==> config.mk <==
export PLATFORM = sky130hd
export DESIGN_NAME = sriov_cap_regs
export DESIGN_NICKNAME = d
export VERILOG_FILES = /design/src/rtl/sriov_cap_regs.sv
export SDC_FILE = /design/constraint.sdc
export NUM_CORES = 1
export LEC_CHECK = 0
export ABC_AREA = 1
export BUFFER_PORTS_ARGS = -buffer_cell sky130_fd_sc_hd__buf_4
export CORE_UTILIZATION = 40
export DETAILED_ROUTE_END_ITERATION = 10
export PLACE_DENSITY_LB_ADDON = 0.1
export SETUP_SLACK_MARGIN = 0.5
export SKIP_CTS_REPAIR_TIMING = 1
export SKIP_LAST_GASP = 1
export SYNTH_ARGS = -nofsm -noshare
export SYNTH_HDL_FRONTEND = slang
export SYNTH_SLANG_ARGS = --single-unit
==> constraint.sdc <==
create_clock -name clk -period 3.5 [get_ports clk]
set_input_delay 0.7 -clock clk [delete_from_list [all_inputs] [get_ports clk]]
set_output_delay 0.7 -clock clk [all_outputs]
set_load 0.05 [all_outputs]
==> src/rtl/sriov_cap_regs.sv <==
module sriov_cap_regs #(
  parameter int          ADDR_W       = 3,
  parameter int          TOTAL_VFS    = 8,
  parameter int          INITIAL_VFS  = 8,
  parameter logic [15:0] VF_OFFSET    = 16'd1,
  parameter logic [15:0] VF_STRIDE    = 16'd1,
  parameter logic [15:0] VF_DEV_ID    = 16'h10CA,
  parameter logic [31:0] EXTRA_PGSIZE = 32'h0
) (
  input  logic                 clk,
  input  logic                 rst_n,
  input  logic                 reg_wr,
  input  logic [ADDR_W-1:0]    reg_addr,
  input  logic [3:0]           reg_be,
  input  logic [31:0]          reg_wdata,
  output logic [31:0]          reg_rdata,
  output logic [TOTAL_VFS-1:0] vf_enable,
  output logic [15:0]          active_vfs,
  output logic                 vf_mem_enable,
  output logic                 ari_hier
);
  localparam logic [15:0] CTRL_WMASK = 16'h0019;
  localparam logic [31:0] SUP_PGSIZE = 32'h0000_0553 | EXTRA_PGSIZE;
  localparam logic [15:0] TOTAL_W    = 16'(TOTAL_VFS);
  localparam logic [15:0] INIT_W     = 16'(INITIAL_VFS);

  logic [15:0] ctrl_q, num_q, ctrl_d;
  logic [31:0] sys_q;
  logic [31:0] bmask;

  assign bmask = {{8{reg_be[3]}}, {8{reg_be[2]}}, {8{reg_be[1]}}, {8{reg_be[0]}}};

  wire wr_ctrl = reg_wr && reg_addr == ADDR_W'(0) && reg_be[0];
  wire wr_num  = reg_wr && reg_addr == ADDR_W'(2) && (reg_be[0] || reg_be[1]);
  wire wr_sys  = reg_wr && reg_addr == ADDR_W'(6);

  always_comb begin
    ctrl_d = reg_wdata[15:0] & CTRL_WMASK;
    if (ctrl_d[0] && num_q > TOTAL_W) ctrl_d[0] = 1'b0;
  end

  always_ff @(posedge clk) begin
    if (!rst_n) begin
      ctrl_q <= '0;
      num_q  <= '0;
      sys_q  <= 32'h1;
    end else begin
      if (wr_ctrl) ctrl_q <= ctrl_d;
      if (wr_num) begin
        ctrl_q[0] <= 1'b0;
        num_q     <= (num_q & ~bmask[15:0]) | (reg_wdata[15:0] & bmask[15:0]);
      end
      if (wr_sys) sys_q <= (sys_q & ~(SUP_PGSIZE & bmask)) | (reg_wdata & SUP_PGSIZE & bmask);
    end
  end

  for (genvar i = 0; i < TOTAL_VFS; i++) begin : g_vf
    assign vf_enable[i] = ctrl_q[0] && (num_q > 16'(i));
  end

  assign active_vfs    = ctrl_q[0] ? num_q : 16'h0;
  assign vf_mem_enable = ctrl_q[3];
  assign ari_hier      = ctrl_q[4];

  always_comb begin
    case (reg_addr)
      ADDR_W'(0): reg_rdata = {16'h0, ctrl_q};
      ADDR_W'(1): reg_rdata = {TOTAL_W, INIT_W};
      ADDR_W'(2): reg_rdata = {16'h0, num_q};
      ADDR_W'(3): reg_rdata = {VF_STRIDE, VF_OFFSET};
      ADDR_W'(4): reg_rdata = {VF_DEV_ID, 16'h0};
      ADDR_W'(5): reg_rdata = SUP_PGSIZE;
      ADDR_W'(6): reg_rdata = sys_q;
      default:    reg_rdata = 32'h0;
    endcase
  end
endmodule

**After elaboration in Yosys (flattened, before gate mapping)**

Index checks and enable logic that the tools add are counted.

- Flip-flop bits (word level): 51
- Input port bits: 42

- Bitwise logic cells: 9
- Equal/unequal tests: 6
- Reductions and logical operators: 17
- Muxes and demuxes: 3
- Order comparisons: 9

Operator list:

| operator | count |
|---|---|
| case mux 32 bit (7 select lines) | 1 |
| > comparator 16 x 3 -> 1 bit (second input constant) | 4 |
| bitwise AND 11 x 32 -> 32 bit | 1 |
| bitwise AND 16 bit | 2 |
| bitwise AND 32 bit | 1 |
| > comparator 16 x 1 -> 1 bit (second input constant) | 2 |
| > comparator 16 x 2 -> 1 bit (second input constant) | 2 |
| NOT 11 -> 32 bit | 1 |
| OR 32 bit | 1 |
| > comparator 16 x 4 -> 1 bit (second input constant) | 1 |
| 2-to-1 mux 16 bit | 1 |
| NOT 16 bit | 1 |
| OR 16 bit | 1 |
| logical AND 1 bit | 14 |
| == test 3 bit (second input constant) | 3 |
| == test 3 x 2 -> 1 bit (second input constant) | 2 |
| == test 3 x 1 -> 1 bit (second input constant) | 1 |
| zero test 3 bit | 1 |
| OR reduction 2 bit | 1 |
| logical OR 1 bit | 1 |
| 2-to-1 mux 1 bit | 1 |
| NOT 1 bit | 1 |

**Depth between registers and ports, before layout**

- Word-level depth: 4
- Mapped depth: 7
- Gate-level depth less buffers: 7

**Worst setup path before layout**

No wires, ideal clock.

- Path kind: input-to-output
- Start point: in reg_addr[0]
- End point: out reg_rdata[0]
- Stages on the path: 4
- Setup slack: 0.288 ns
- Path buffers: 0
- Required time: 2.800 ns
- Arrival: 2.512 ns
- Path through: inv_1 -> nor3_1 -> nor2_1 -> o211ai_1

- Cells in the longest elaborated chain, start to end: 2

Ends and longest elaborated chain:

| item | RTL line | source |
|---|---|---|
| start, declared | 13 | `input logic [ADDR_W-1:0] reg_addr,` |
| == test 3 bit, or another cell as far along | 66 | `case (reg_addr)` |
| case mux 32 bit (7 select lines) (*) | 66 |  |
| end, declared | 16 | `output logic [31:0] reg_rdata,` |

Mark *: on every way between the ends. The rest lies on a longest branch, timed or not.

**Final worst setup path**

Ends and elaborated chain as after synthesis.

==> results.sh <==
export IMPL_status="complete, no violations"
export IMPL_clk_pin_slew_ps=90
export IMPL_worstPathMaxFanout=6
export IMPL_cpPeakStageDelay_ps=230
export IMPL_dr_first_iter_drc_count=73
export IMPL_ioPinCount=100
export IMPL_totalPowerFinal_mw=0.619
export IMPL_htreeDepth=1
export IMPL_cpMaxStageDelayCell="buf_4"
export IMPL_cp_arrival_ps=1800
export IMPL_wl_per_cell_um=10.6
export IMPL_die_w_um=63.8
export IMPL_grt_max_degree=26
export IMPL_yosysSeqAreaShare_pct=32.7
export IMPL_synth_edf_count=0
export IMPL_cts_buffers=3
export IMPL_synth_area_um2=1530
export IMPL_grt_pass1_wl_um=6260
export IMPL_finalHoldViolations=0
export IMPL_power_density_nw_per_um2=300
export IMPL_drv_slew=0
export IMPL_maxCapViolCount=0
export IMPL_tightest_slew_ps=657
export IMPL_ff_latch_area_um2=500
export IMPL_synthDistinctLibCells=26
export IMPL_drcViolationCount=0
export IMPL_syn_to_final_growth_pct=35.0
export IMPL_synthesis_yosys_warnings=0
export IMPL_setup_viol_count_final=0
export IMPL_wirelength_um=3780
export IMPL_fin_setup_tns_ps=0
export IMPL_synthArstFlopShare_pct=0
export IMPL_cts_buffer_depth=2
export IMPL_start_util_pct=41.8
export IMPL_die_y_um=63.8
export IMPL_dieArea_um2=4070
export IMPL_rsz0062_at_grt="no"
export IMPL_num_vias=1602
export IMPL_hold_class="reg -> reg"
export IMPL_fin_crit_sh_pct=71.3
export IMPL_gr_usage_all_layers_pct=19.4
export IMPL_dpl_hpwl_um=2880
export IMPL_min_period_ps=2500
export IMPL_critical_path_required_ps=2800
export IMPL_grt_pass1_vias=1406
export IMPL_p_leak_nw=1.15
export IMPL_syn_inst=243
export IMPL_grt_overflow=0
export IMPL_antenna_cells=0
export IMPL_gp_congestion=0.779
export IMPL_startpoint="reg_addr[0]"
export IMPL_vias_per_cell=4.51
export IMPL_worst_setup_path_end_kind="output pin"
export IMPL_core_rowCount=22
export IMPL_cts_tree="done"
export IMPL_crit_chain="buf_4 -> inv_1 -> nand3_1 -> inv_1 -> nand2_1 -> nand2_1 -> nor2_1 -> o211ai_1 -> buf_4"
export IMPL_start_kind="input pin"
export IMPL_multi_input_area_um2=747
export IMPL_ys_flop_type="dfxtp_1"
export IMPL_clock_sinks=25
export IMPL_skew_ps=4.25
export IMPL_final_antenna_net_count=0
export IMPL_drive_gt1_share_pct=26.1
export IMPL_fillerInstances=428
export IMPL_relSlewSlack_pct=56.1
export IMPL_root_buffer="clkbuf_8"
export IMPL_first_pass_iters=6
export IMPL_clk_latency_ps=270
export IMPL_antenna_found_initial=0
export IMPL_fp_coreArea_um2=3660
export IMPL_crit_type="in -> out"
export IMPL_fin_nets=350
export IMPL_timing_rr_start="ctrl_q[0]$_SDFFE_PP0P_"
export IMPL_syn_avg_cell_area_um2=6.29
export IMPL_port_buffers=71
export IMPL_fmax_mhz=401
export IMPL_peakVddDrop_uv=252
export IMPL_synth_seq_cells=25
-- stage by stage --
step,cell area (µm²),setup WS [ps],std cells,util (%),hold WS [ps]
detailed placement,2020,997,351,55.2,450
global route,2060,871,355,56.4,497
finish,2060,1000,355,56.4,467
global placement,2020,1010,351,55.2,447
CTS,2060,997,355,56.4,471
floorplan,1570,761,252,-,429
-- power breakdown --
| part | switching (mW) | total [mW] | internal [mW] |
|---|---|---|---|
| registers | 0.00593 | 0.296 | 0.291 |
| logic | 0.104 | 0.148 | 0.0432 |
| clock network | 0.0937 | 0.175 | 0.0817 |
| total | 0.204 | 0.619 | 0.415 |
-- path summary, 6_finish.rpt --
kind	to	slack, ps	cells after the start
worst min register to register	register	470	2
worst max-delay path	reg_rdata[0]	1000	9
worst min-delay path	register	470	2
worst max register to register	ctrl_q[0]$_SDFFE_PP0P_	2170	4
-- worst max-delay path, delay by kind of cell --
family | cells | cell delay [ps]
buffers and inverters | 4 | 670
AND/OR/NAND/NOR | 4 | 330
AO/OA/AOI/OAI | 1 | 90
-- synthesized netlist by cell type (all sizes together), types with 2 or more instances --
| library cell | count | area share (%) |
|---|---|---|
| a21oi | 17 | 5.6 |
| a31oi | 2 | 0.82 |
| buf | 18 | 8.8 |
| clkbuf | 2 | 0.49 |
| dfxtp | 25 | 33 |
| inv | 47 | 12 |
| nand2 | 45 | 13 |
| nand3 | 6 | 2.8 |
| nor2 | 42 | 10 |
| nor3 | 2 | 0.65 |
| o211ai | 5 | 2.5 |
| o21ai | 27 | 8.8 |
-- cells by family after synthesis --
group	Yosys count	share of synthesized area, %
flip-flops	25	32.7
AO/OA/AOI/OAI	54	19.3
other	1	0.245
buffers and inverters	67	20.9
AND/OR/NAND/NOR	96	26.8
-- area by class of cell --
cell class,count,area share (%)
flip-flops and latches,25,24.2
well taps,48,2.91
repair buffers,71,25.8
multi-input cells,160,36.2
inverters,47,8.67
clock buffers,4,2.18
-- per-layer routing --
metal,wire [µm],track usage (%),part of all wire [%]
met5,0,0,0
met4,27,4.26,0.71
met3,205,4.11,5.4
met2,1770,33.4,47
met1,1780,24.6,47
-- placed cells by master (no fill, tap or decap), drive strengths merged --
cell type / n
a21oi: 17
o221ai: 1
nand2: 45
buf: 71
conb: 10
o21a: 1
nor3: 2
o211ai: 5
nand3: 6
dfxtp: 25
nor2: 42
inv: 47
o2111ai: 1
clkbuf: 4
a31oi: 2
nand4: 1
o21ai: 27
Power figures use the tool's default switching activity.
